--- src/rtl/rf_pkg.sv ---
package rf_pkg;
  // Default geometry of the register file
  localparam int RF_NREG   = 8;
  localparam int RF_DATA_W = 32;
  localparam int RF_ID_W   = 4;
endpackage

--- src/rtl/rf_wr_decode.sv ---
module rf_wr_decode #(
  parameter int NREG = rf_pkg::RF_NREG,
  parameter int ID_W = rf_pkg::RF_ID_W
) (
  input  logic [ID_W-1:0] wr_id,
  output logic [NREG-1:0] wr_en
);
  // One-hot enable; numbers at or above NREG select nothing
  always_comb begin
    wr_en = '0;
    for (int i = 0; i < NREG; i++) begin
      if (wr_id == ID_W'(i)) wr_en[i] = 1'b1;
    end
  end
endmodule

--- src/rtl/rf_storage.sv ---
module rf_storage #(
  parameter int NREG   = rf_pkg::RF_NREG,
  parameter int DATA_W = rf_pkg::RF_DATA_W
) (
  input  logic                         clk,
  input  logic                         rst,
  input  logic [NREG-1:0]              wr_en,
  input  logic [DATA_W-1:0]            wr_data,
  output logic [NREG-1:0][DATA_W-1:0]  regs
);
  for (genvar g = 0; g < NREG; g++) begin : g_word
    always_ff @(posedge clk) begin
      if (rst)            regs[g] <= '0;
      else if (wr_en[g])  regs[g] <= wr_data;
    end
  end

  // a reset edge leaves every word cleared, whatever the write enable
  p_reset_clear_r1: assert property (@(posedge clk) rst |=> (regs == '0));

  // with no enable raised, storage holds
  p_hold_idle_r5: assert property (@(posedge clk) disable iff (rst)
    (wr_en == '0) |=> $stable(regs));
endmodule

--- src/rtl/rf_rd_port.sv ---
module rf_rd_port #(
  parameter int NREG   = rf_pkg::RF_NREG,
  parameter int DATA_W = rf_pkg::RF_DATA_W,
  parameter int ID_W   = rf_pkg::RF_ID_W
) (
  input  logic [ID_W-1:0]              rd_id,
  input  logic [NREG-1:0][DATA_W-1:0]  regs,
  output logic [DATA_W-1:0]            rd_data
);
  // Combinational select; an unmatched number yields zero
  always_comb begin
    rd_data = '0;
    for (int i = 0; i < NREG; i++) begin
      if (rd_id == ID_W'(i)) rd_data = regs[i];
    end
  end
endmodule

--- src/rtl/regfile_2r1w.sv ---
module regfile_2r1w #(
  parameter int NREG   = rf_pkg::RF_NREG,
  parameter int DATA_W = rf_pkg::RF_DATA_W,
  parameter int ID_W   = rf_pkg::RF_ID_W
) (
  input  logic              clk,
  input  logic              rst,
  input  logic [ID_W-1:0]   rd_a_id,
  output logic [DATA_W-1:0] rd_a_data,
  input  logic [ID_W-1:0]   rd_b_id,
  output logic [DATA_W-1:0] rd_b_data,
  input  logic [ID_W-1:0]   wr_id,
  input  logic [DATA_W-1:0] wr_data
);
  localparam int              NPORT   = 2;
  localparam int              IDX_W   = $clog2(NREG);
  localparam logic [ID_W-1:0] NREG_ID = ID_W'(NREG);

  logic [NREG-1:0]              wr_en;
  logic [NREG-1:0][DATA_W-1:0]  regs_w;
  logic [NPORT-1:0][ID_W-1:0]   rd_ids;
  logic [NPORT-1:0][DATA_W-1:0] rd_words;

  assign rd_ids    = {rd_b_id, rd_a_id};
  assign rd_a_data = rd_words[0];
  assign rd_b_data = rd_words[1];

  rf_wr_decode #(.NREG(NREG), .ID_W(ID_W)) u_dec (
    .wr_id (wr_id),
    .wr_en (wr_en)
  );

  rf_storage #(.NREG(NREG), .DATA_W(DATA_W)) u_store (
    .clk     (clk),
    .rst     (rst),
    .wr_en   (wr_en),
    .wr_data (wr_data),
    .regs    (regs_w)
  );

  for (genvar p = 0; p < NPORT; p++) begin : g_rd
    rf_rd_port #(.NREG(NREG), .DATA_W(DATA_W), .ID_W(ID_W)) u_rd (
      .rd_id   (rd_ids[p]),
      .regs    (regs_w),
      .rd_data (rd_words[p])
    );
  end

  // a valid write lands in the addressed word at the edge
  p_write_lands_r4: assert property (@(posedge clk) disable iff (rst)
    (wr_id < NREG_ID) |=> (regs_w[$past(wr_id[IDX_W-1:0])] == $past(wr_data)));

  // the no-access code leaves storage untouched
  p_reserved_noop_r5: assert property (@(posedge clk) disable iff (rst)
    (wr_id >= NREG_ID) |=> $stable(regs_w));

  // out-of-range reads yield zero on both ports
  p_oob_zero_r6: assert property (@(posedge clk) disable iff (rst)
    ((rd_a_id >= NREG_ID) |-> (rd_a_data == '0)) and
    ((rd_b_id >= NREG_ID) |-> (rd_b_data == '0)));

  // ports naming the same register agree
  p_ports_agree_r9: assert property (@(posedge clk) disable iff (rst)
    (rd_a_id == rd_b_id) |-> (rd_a_data == rd_b_data));

  // port A reflects storage for a valid number
  p_read_a_r2: assert property (@(posedge clk) disable iff (rst)
    (rd_a_id < NREG_ID) |-> (rd_a_data == regs_w[rd_a_id[IDX_W-1:0]]));
endmodule

--- config.mk ---
export PLATFORM = sky130hd
export DESIGN_NAME = regfile_2r1w
export DESIGN_NICKNAME = d
export VERILOG_FILES = /design/src/rtl/rf_pkg.sv /design/src/rtl/rf_wr_decode.sv /design/src/rtl/rf_storage.sv /design/src/rtl/rf_rd_port.sv /design/src/rtl/regfile_2r1w.sv
export SDC_FILE = /design/constraint.sdc
export NUM_CORES = 1
export LEC_CHECK = 0
export ABC_AREA = 1
export BUFFER_PORTS_ARGS = -buffer_cell sky130_fd_sc_hd__buf_2
export CORE_MARGIN = 2
export CORE_UTILIZATION = 35
export CTS_CLUSTER_DIAMETER = 200
export DETAILED_ROUTE_END_ITERATION = 12
export PLACE_DENSITY_LB_ADDON = 0.25
export SLEW_MARGIN = 20
export SYNTH_ARGS = -nofsm -noshare
export SYNTH_HDL_FRONTEND = slang
export SYNTH_HIERARCHICAL = 1
export SYNTH_SLANG_ARGS = --single-unit
--- constraint.sdc ---
create_clock -name clk -period 4.29 [get_ports clk]
set_input_delay 0.858 -clock clk [delete_from_list [all_inputs] [get_ports clk]]
set_output_delay 0.858 -clock clk [all_outputs]
set_load 0.05 [all_outputs]
### After elaboration in Yosys (flattened, before gate mapping)

Index checks and enable logic that the tools add are counted.

* equality and inequality tests: 21
* shift-type cells: 0
* add/sub/neg operators: 0
* multiply operators: 0
* magnitude comparators: 0
* divide/modulo/power cells: 0
* reduce and logical (&&, ||, !) cells: 3
* bitwise operators: 0
* multiplexer cells: 24

Operator list (number)
* 32-bit 2-to-1 mux: 16
* 4-bit by 3-bit equality test with 1-bit output (second input constant): 12
* 4-bit by 2-bit equality test with 1-bit output (second input constant): 6
* 4-bit by 1-bit equality test with 1-bit output (second input constant): 3
* 4-bit logical NOT: 3
* 1-bit 2-to-1 mux: 8

* bits in latches: 0
* logic and storage cells: 56
* bits of input ports: 46
* output and inout port bits: 64
* RAM bits: 0
* memories: 0
* register bits after elaboration: 256
* ROM bits: 0

### Longest topological paths before layout

Gate-level depths: netlist of the first run.

* depth in word-level cells: 9
* depth in mapped cells: 8
* gate-level depth less buffers: 8

### Cells and area by module

The synthesis of the first run kept the hierarchy.

By module, submodules not included
* rf_storage: instances 1, cells an instance 1397, area each 9716.8 µm², seq. area each 5124.9 µm²
* rf_rd_port: instances 2, cells an instance 444, area each 2053.2 µm², seq. area each 0.0 µm²
* rf_wr_decode: instances 1, cells an instance 18, area each 67.6 µm², seq. area each 0.0 µm²

### Worst setup path after synthesis of the first run

No wires, ideal clock.

* path type: input-to-output
* from: input rd_a_id[2]
* to: output rd_a_data[12]
* data arrival time: 2.038 ns
* data required time: 3.432 ns
* buffers on the path: 1
* stages: 7
* setup slack: 1.394 ns
* path through: inv_1 -> nor2_1 -> inv_1 -> nor3_4 -> buf_2 -> nand2_1 -> nand4_1

* word-level cells in the longest chain between the ends: 9
* elaborated cells on any way between the ends: 16
* classes of those cells: 7 x eq/ne; 8 x mux; 1 x reduce/logical

RTL lines
* start: declaration: line regfile_2r1w.sv:8 `input logic [ID_W-1:0] rd_a_id,`
* 4-bit logical NOT: line rf_rd_port.sv:14 `if (rd_id == ID_W'(i)) rd_data = regs[i];`
* 32-bit 2-to-1 mux (7 in a row): line rf_rd_port.sv:14
* 32-bit 2-to-1 mux (*): line rf_rd_port.sv:14
* end: declaration: line regfile_2r1w.sv:9 `output logic [DATA_W-1:0] rd_a_data,`

Every way passes the cells marked *; elsewhere a longest branch is shown, timed or not.

### Final worst setup path of the first run

* from: input rd_a_id[2]
* to: output rd_a_data[18]

Same word-level chain as after synthesis.

==> results of run 1 <==
## synthesized netlist by cell type
master | instances | area share
nand2_1 | 728 | 0.20
clkbuf_8 | 12 | 0.012
nor3_1 | 2 | 0.00072
nor2_1 | 654 | 0.18
inv_2 | 4 | 0.0011
clkbuf_1 | 16 | 0.0043
o211ai_1 | 4 | 0.0022
nor2_2 | 6 | 0.0027
nand3_1 | 256 | 0.092
buf_1 | 2 | 0.00054
buf_6 | 11 | 0.0089
buf_2 | 105 | 0.038
nand4_1 | 120 | 0.054
buf_4 | 12 | 0.0065
dfxtp_1 | 256 | 0.37
inv_1 | 111 | 0.030
nor3_4 | 4 | 0.0047
## stage by stage
| stage | hold WS, ns | power (uW) | std cells |
|---|---|---|---|
| floorplan | 0.463 | 3030 | 2303 |
| global placement | 0.471 | 3200 | 2818 |
| detailed placement | 0.475 | 3210 | 2818 |
| CTS | 0.483 | 6040 | 2873 |
| global route | 0.501 | 6210 | 2873 |
| finish | 0.483 | 5980 | 2874 |
## worst min-delay path by stage
stage / start / to / cells after the start
3_3_place_gp: u_store/regs[170] / u_store/regs[170] / 2
6_report: u_store/regs[137] / u_store/regs[137] / 2
3_5_place_dp: u_store/regs[139] / u_store/regs[139] / 2
2_1_floorplan: u_store/regs[154] / u_store/regs[154] / 2
4_1_cts: u_store/regs[139] / u_store/regs[139] / 2
5_1_grt: u_store/regs[134] / u_store/regs[134] / 2
## critical path: stages
cell and delay [ns]:
buf_2 0.12, inv_1 0.04, nor2_1 0.41, inv_1 0.25
nor3_4 0.34, buf_12 0.29, nand2_1 0.10, nand4_1 0.16
buf_2 0.30
## power breakdown
part	total (uW)	leakage, uW	switching (uW)	internal (uW)
clock	2820	0.000535	1070	1750
sequential	2530	0.00208	64.0	2460
combinational	640	0.00391	468	173
## per-layer routing
layer | vias to the layer above | GRT usage
met5 | - | 0
met4 | 0 | 0.0972
met3 | 120 | 0.0299
met2 | 477 | 0.377
met1 | 6553 | 0.286
li1 | 7264 | -
## logic make-up (layout without fill, tap and decap cells)
kind of cell	after synthesis	in the layout
buffers and inverters	273	325
and+or+nand+nor	1770	1770
AOI/OAI and AO/OA	4	4
DFF	256	256
other	0	1
## area by class of cell
cell class | instances | area [um^2] | area share
inverter | 115 | 437 | 0.0277
multi-input combinational | 1774 | 7440 | 0.473
timing repair buffer | 155 | 991 | 0.0630
sequential | 256 | 5120 | 0.326
antenna | 1 | 2.50 | 0.000159
clock buffer | 43 | 901 | 0.0572
clock inverter | 12 | 194 | 0.0123
tap | 518 | 648 | 0.0412
==> summary.txt, run 1 <==
Status
  • Status: complete, no violations

Critical path
  • End of the critical path: rd_a_data[18]
  • Critical path type: in2out
  • Worst Path Required: 3.43 ns
  • Worst r2r src: u_store/regs[113]
  • Setup crit end kind: primary output
  • Worst setup path startpoint: rd_a_id[2]
  • Reg2Reg Depth: 2
  • Crit Path Max Fanout: 27
  • CP Launch Type: input port
  • FF-to-FF setup slack: 3.66 ns
  • Data arrival at the endpoint of the critical path: 2.88 ns
  • FF-to-FF End: u_store/regs[113]

Placed design
  • Pre-CTS setup slack: approximately 0.56 ns
  • Post-DP HPWL: approximately 29000 um
  • Routability cong.: about 0.8
  • Area post-placement: approximately 15000 um^2
  • # port buffers: 109

Route
  • DR WL/cell: 16.2 um
  • Total Wirelength: between 40000 and 50000 um
  • DRC: 0
  • Final ANT Viol Nets: 0
  • Met2 routed WL: about 21000 um
  • Via Count: 14400
  • First drt pass iteration count: 5
  • Wire length on met1: 20400 um
  • DRT iter0 DRCs: between 1000 and 1500
  • Mean number of vias per cell: ~5
  • DR top layer: met4
  • Met3 WL: 2810 um

Logic synthesis
  • Register bit total from synthesis: between 200 and 300
  • Post-Syn Area per Cell: about 6.0 um^2
  • Post-Syn Nets: between 2000 and 2500
  • Synth Area in XOR/XNOR: 0
  • Multiplexer share of the synthesized area: 0
  • Synthesized-area fraction occupied by and/or/nand/nor cells: 0.528
  • Post-synthesis sequential area ratio: 0.369
  • Largest family of logic cells by synthesized area: simple AND/OR/NAND/NOR gates
  • Synthesized area: 13900 um^2
  • Synth warn: 6
  • Post-Synth Adder-Cell Area: 0
  • Post-synthesis compound-gate area fraction: 0.00216
  • Post-synthesis instance total: approximately 2300
  • Synth cell types: 17

Layout
  • Most frequent cells in the layout: 728 x nand2_1, 642 x nor2_1, 256 x nand3_1, 256 x dfxtp_1, 120 x nand4_1
  • Commonest non-fill, non-tap cell in the layout: nand2_1
  • Top reg by flops: u_store/regs
  • Final net count: about 2400
  • Max FFs per register: 256
  • Area growth syn-to-layout: 13.3%
  • Core Util, Final: 0.404
  • Top Registers: u_store/regs (256)
  • Number of fill cells in the layout: between 4000 and 5000
  • Design area: ~16000 um^2
  • Layout cells sized above 1: 0.0985

Die
  • Initial Utilization: 0.357
  • Die Ht: slightly above 200 um
  • Number of cell rows: a little over 70
  • Ports: 110
  • CORE AREA: just under 40000 um^2
  • Horiz. Die Dim: ~200 um
  • Die area: roughly 41000 um^2

Timing
  • Final worst path period share: 0.871
  • Slew @ Worst Pin: about 0.86 ns
  • Final TNS setup: 0 ns
  • Worst setup margin: about 0.56 ns
  • Fmax achieved: 268 MHz
  • RSZ-0062 raised after global routing: no
  • Final slew viol count: 0
  • Skew final: 0 ns
  • Max-slew headroom: 0.423
  • Final setup vio count: 0
  • Min cycle time layout: 3.73 ns
  • Final Hold Viols: 0

Global route
  • Vias in the first global route: about 14000
  • Total grt overflow: 0
  • First-pass GRT wire length: approximately 74000 um
  • Largest net degree at the start of global routing: 121
  • Initial antenna violation count: 1
  • GRT Overall Usage: 0.224

Clock network
  • CTS H-tree lvls: 1
  • Post_cts resized: 0
  • Root Buffer: clkbuf_16
  • Deepest clock path buffer count: 3
  • Post-cts hold buffer count: 0
  • Setup Fix Bufs, Post-CTS: 0
  • CTS sink cnt: 256
  • Clk Latency, worst-skew pair: 0.57 ns
  • CTS buffer count: 30
  • CTS tree: done
  • Clk slew on worst S/H paths: 0.06 ns

Min path
  • Min-Delay Path Class: reg2reg

Power
  • Leak pwr: between 0.006 and 0.007 uW
  • Max VDD drop: approximately 0.26 mV
  • Pwr dens: roughly 380 nW/um^2

Job
  • Total of max-cap violations: 0
(Power assumes the default switching activity.)
==> run 2, diff against run 1 <==
- CTS_BUF_LIST: unset -> sky130_fd_sc_hd__clkbuf_16
==> run 2 against run 1 <==
  * Combinational power barely moved
  * Clock power fell by 6%
  * Core utilization fell by 0.19 points
  * Critical path depth did not move
  * Hold slack improved by 0.0011 ns
  * Flip-flop and latch count did not move
  * Die area did not move
  * Critical path type unchanged
  * Largest cell class unchanged
==> summary.txt, run 2 (synthesis gave the netlist of run 1 again) <==
Placed design
  • Routability cong.: between 0.8 and 0.9
  • Cell Count Post-Placement: ~2800
  • Area post-placement: ~15000 um^2
  • # port buffers: roughly 110
  • Post-DP HPWL: about 29000 um
  • Pre-CTS setup slack: roughly 0.56 ns

Critical path
  • Data arrival at the endpoint of the critical path: 2.86 ns
  • Sequence of cells on the critical path: buf_2 > inv_1 > nor2_1 > inv_1 > nor3_4 > buf_12 > nand2_1 > nand4_1 > buf_2
  • Critical path type: in2out
  • Worst Path Required: roughly 3.4 ns
  • Reg2Reg Depth: 2
  • Crit-path max cell delay: 0.40 ns
  • FF-to-FF setup slack: between 3 and 4 ns
  • Crit Path Max Fanout: 27
  • Setup crit end kind: primary output
  • CP Launch Type: input port
  • FF-to-FF End: u_store/regs[30]
  • Worst path top cell family by delay: buffers and inverters
  • CP Buf/Inv Count: 5
  • Critical-path top delay cell: nor2_1
  • Worst r2r src: u_store/regs[30]

Min path
  • Hold Path End: u_store/regs[145]
  • Hold Path Cell Cnt: 2
  • Min-Delay Path Class: reg2reg
  • Hold Startpoint: u_store/regs[145]

Power
  • Total chip power: approximately 5800 uW
  • Max VDD drop: ~0.26 mV
  • Leak pwr: between 0.006 and 0.007 uW
  • Logic pwr share: 0.110
  • Switching pwr: between 1500 and 2000 uW
  • Pwr dens: about 370 nW/um^2
  • Register share of total power: 0.434
  • Sw frac: 0.273
  • Internal power: ~4200 uW
  • Clock network power share: 0.456

Route
  • DR WL/cell: approximately 16 um
  • First drt pass iteration count: 5
  • DRT iter0 DRCs: ~1100
  • Via Count: roughly 14000
  • Final ANT Viol Nets: 0
  • Total Wirelength: about 46000 um
  • Mean number of vias per cell: roughly 5
  • DRC: 0

Clock network
  • Post-cts hold buffer count: 0
  • Post_cts resized: 0
  • CTS buffer count: 30
  • CTS sink cnt: ~260
  • Root Buffer: clkbuf_16
  • Clk slew on worst S/H paths: about 0.060 ns
  • Clk Latency, worst-skew pair: ~0.57 ns
  • CTS H-tree lvls: 1
  • CTS tree: done
  • Setup Fix Bufs, Post-CTS: 0
  • Deepest clock path buffer count: 3

Die
  • CORE AREA: 38900 um^2
  • Horiz. Die Dim: 203 um
  • Number of cell rows: slightly above 70
  • Die area: a little over 40000 um^2
  • Initial Utilization: 0.357
  • Die Ht: between 200 and 250 um
  • Ports: between 100 and 150

Global route
  • Initial antenna violation count: 2
  • GRT Overall Usage: 0.224
  • First-pass GRT wire length: 74100 um
  • Vias in the first global route: approximately 14000
  • Largest net degree at the start of global routing: approximately 120
  • Total grt overflow: 0

Timing
  • Final TNS setup: 0 ns
  • Final setup vio count: 0
  • Min cycle time layout: 3.71 ns
  • RSZ-0062 raised after global routing: no
  • Worst setup margin: a little under 0.6 ns
  • Final worst path period share: 0.866
  • Skew final: 0 ns
  • Final Hold Viols: 0
  • Max-slew headroom: 0.423
  • Slew @ Worst Pin: 0.864 ns
  • Final slew viol count: 0
  • Fmax achieved: roughly 270 MHz

Layout
  • Commonest non-fill, non-tap cell in the layout: nand2_1
  • Non-filler cells, final: around 2900
  • Top Registers: u_store/regs (256)
  • Design area: roughly 16000 um^2
  • Final net count: 2378
  • Layout cells sized above 1: 0.0951
  • Area growth syn-to-layout: 12.8%
  • Max FFs per register: roughly 260
  • Top reg by flops: u_store/regs
  • Most frequent cells in the layout: 728 x nand2_1, 642 x nor2_1, 256 x nand3_1, 256 x dfxtp_1, 120 x nand4_1

Status
  • Status: complete, no violations

Job
  • Total of max-cap violations: 0
-- run 2: tightest hold or removal path: stages (launching register included) --
cell	delay, ns
dfxtp_1	0.32
nor2_1	0.08
nor2_1	0.05
-- run 2: how the worst max path moves through the flow --
stage,start,to,slack (ns),cells after the start
2_1_floorplan,rd_a_id[2],rd_a_data[12],1.39,7
3_3_place_gp,rd_a_id[2],rd_a_data[18],0.64,9
3_5_place_dp,rd_a_id[2],rd_a_data[18],0.56,9
4_1_cts,rd_a_id[2],rd_a_data[18],0.57,9
5_1_grt,rd_a_id[2],rd_a_data[18],0.44,9
6_report,rd_a_id[2],rd_a_data[18],0.58,9
-- run 2: power groups by stage --
stage          sequential (uW)  combinational (uW)  clock (uW)
6_report                  2530                 640        2660
5_1_grt                   2540                 710        2810
4_1_cts                   2520                 638        2720
3_5_place_dp              2580                 637           0
3_3_place_gp              2570                 627           0
2_1_floorplan             2560                 466           0
-- run 2: stage by stage --
step	utilization	hold WS, ns
after global routing	0.402	0.501
after detailed placement	0.376	0.475
after global placement	0.376	0.471
after floorplan	-	0.463
final	0.403	0.484
after CTS	0.402	0.483
-- run 2: area by class of cell --
type | instances | area, um^2
Fill cell | 4224 | 23300
Inverter | 115 | 437
Multi-Input combinational cell | 1774 | 7440
Timing Repair Buffer | 155 | 991
Clock buffer | 31 | 776
Clock inverter | 24 | 239
Antenna cell | 3 | 7.51
Sequential cell | 256 | 5120
Tap cell | 518 | 648
-- run 2: routing by layer --
| layer | vias up | global-route usage | wire [um] |
|---|---|---|---|
| li1 | 7272 | - | - |
| met1 | 6575 | 0.286 | 20300 |
| met2 | 479 | 0.376 | 21200 |
| met3 | 118 | 0.0299 | 2790 |
| met4 | 0 | 0.101 | 2050 |
| met5 | - | 0 | 0 |
==> run 3, diff against run 2 <==
- CELL_PAD_IN_SITES_DETAIL_PLACEMENT: unset -> 0
- CELL_PAD_IN_SITES_GLOBAL_PLACEMENT: unset -> 1
- CORE_UTILIZATION: 35 -> 45
- REMOVE_ABC_BUFFERS: unset -> 1
==> run 3 against run 2 <==
  * Register-to-register slack is essentially flat
  * Routed wire length decreased by 8.9%
  * First-iteration DRC count increased by 7.1%
  * Total power is 0.56% lower
  * Hold slack lost 0.0018 ns
  * Sequential power barely moved
  * Worst setup slack improved by 0.29 ns
  * Critical path type unchanged
  * Critical endpoint is now rd_b_data[14]
  * Largest cell class unchanged
==> summary.txt, run 3 (synthesis gave the netlist of run 1 again) <==
Critical path
  • Crit Path Max Fanout: 32
  • Sequence of cells on the critical path: buf_2 > inv_1 > nor2_1 > inv_1 > nor3_4 > buf_4 > nand2_1 > nand4_1 > buf_2
  • Setup crit end kind: primary output
  • CP Launch Type: input port
  • Crit-path max cell delay: approximately 0.43 ns
  • Critical-path top delay cell: buf_4
  • Worst Path Required: 3.43 ns
  • Data arrival at the endpoint of the critical path: 2.57 ns
  • Critical path type: in2out

Global route
  • GRT Overall Usage: 0.256
  • First-pass GRT wire length: between 60000 and 70000 um
  • Vias in the first global route: approximately 13000
  • Total grt overflow: 0
  • Initial antenna violation count: 0
  • Largest net degree at the start of global routing: roughly 130

Layout
  • Non-filler cells, final: roughly 2700
  • Most frequent cells in the layout: 728 x nand2_1, 642 x nor2_1, 256 x nand3_1, 256 x dfxtp_1
  • Area growth syn-to-layout: 11.1%
  • Design area: 15400 um^2
  • Register Area: 5120 um^2
  • Top Registers: u_store/regs (256)
  • Multi-input gate area: about 7400 um^2
  • Inserted Diodes: 0
  • Layout cells sized above 1: 0.0904
  • Max FFs per register: 256
  • Number of fill cells in the layout: approximately 3100
  • Top reg by flops: u_store/regs
  • Commonest non-fill, non-tap cell in the layout: nand2_1
  • Final net count: 2370

Route
  • DRC: 0
  • Via Count: ~14000
  • Total Wirelength: between 40000 and 50000 um
  • Mean number of vias per cell: approximately 5.2
  • Final ANT Viol Nets: 0
  • DRT iter0 DRCs: between 1000 and 1500
  • First drt pass iteration count: 7
  • DR WL/cell: roughly 15 um

Timing
  • Slew @ Worst Pin: 0.963 ns
  • Fmax achieved: between 200 and 300 MHz
  • Final worst path period share: 0.798
  • Final setup vio count: 0
  • Skew final: 0 ns
  • Final slew viol count: 0
  • Final Hold Viols: 0
  • Min cycle time layout: between 3 and 4 ns
  • Max-slew headroom: 0.358
  • Final TNS setup: 0 ns
  • RSZ-0062 raised after global routing: no

Clock network
  • Clk Latency, worst-skew pair: ~0.55 ns
  • CTS H-tree lvls: 1
  • Post-cts hold buffer count: 0
  • Deepest clock path buffer count: 3
  • CTS sink cnt: 256
  • Post_cts resized: 0
  • Clk slew on worst S/H paths: roughly 0.060 ns
  • CTS tree: done
  • Root Buffer: clkbuf_16
  • CTS buffer count: 30
  • Setup Fix Bufs, Post-CTS: 0

Die
  • CORE AREA: between 30000 and 40000 um^2
  • Die Ht: approximately 180 um
  • Number of cell rows: between 60 and 70
  • Ports: 110
  • Die area: ~32000 um^2
  • Initial Utilization: 0.455
  • Horiz. Die Dim: 180 um

Placed design
  • Routability cong.: just over 0.8
  • Cell Count Post-Placement: 2688
  • Post-DP HPWL: about 25000 um
  • Area post-placement: 14400 um^2
  • # port buffers: 109

Power
  • Max VDD drop: between 0.2 and 0.3 mV
  • Leak pwr: ~0.0065 uW
  • Pwr dens: 375 nW/um^2

Status
  • Status: complete, no violations

Job
  • Total of max-cap violations: 0

Min path
  • Min-Delay Path Class: reg2reg
## run 3: cell count changes in the layout (fill, tap and decap cells not counted), moves of 2 or more
cell	before	now
buf_4	38	30
clkinv_1	8	6
clkinv_2	4	2
clkinvlp_4	2	0
diode_2	3	0
inv_1	115	120
## run 3: layout make-up
type | count | share of cell area
clock buffers | 31 | 0.0503
clock inverters | 23 | 0.0146
inverters | 115 | 0.0283
multi-input cells | 1774 | 0.482
flip-flops and latches | 256 | 0.332
well taps | 396 | 0.0321
repair buffers | 147 | 0.0603
## run 3: metal layers
metal / share of wire / global-route usage
met2: 0.45 / 0.419
met4: 0.022 / 0.0676
met3: 0.055 / 0.0257
met1: 0.47 / 0.361
met5: 0 / 0
## run 3: report_power, final
group          total (uW)  switching (uW)  internal [uW]  leakage, uW
combinational         624             454            170      0.00387
clock                2640            1050           1590     0.000522
sequential           2520            61.9           2460      0.00208
total                5790            1570           4220      0.00647
## run 3: per-stage QoR
stage                     hold WS [ns]  total power (uW)  worst slack, ns   util
after floorplan                  0.463              2990           -0.623      -
after global placement           0.469              3180            0.958  0.473
after detailed placement         0.475              3190            0.879  0.473
after CTS                        0.483              5830            0.880  0.506
after global routing             0.500              6010            0.744  0.506
final                            0.482              5790            0.865  0.506
## run 3: final timing paths
kind                                         from                 to  slack [ns]  cells after the start
worst max-delay path                   rd_b_id[2]      rd_b_data[14]        0.86                      9
worst min-delay path            u_store/regs[166]  u_store/regs[166]        0.48                      2
worst max register to register  u_store/regs[155]  u_store/regs[155]        3.66                      2
worst min register to register  u_store/regs[166]  u_store/regs[166]        0.48                      2
## run 3: critical path: cells and delay by family
family | cells | cell delay (ns)
buffers and inverters | 5 | 1.06
AND/OR/NAND/NOR | 4 | 0.63
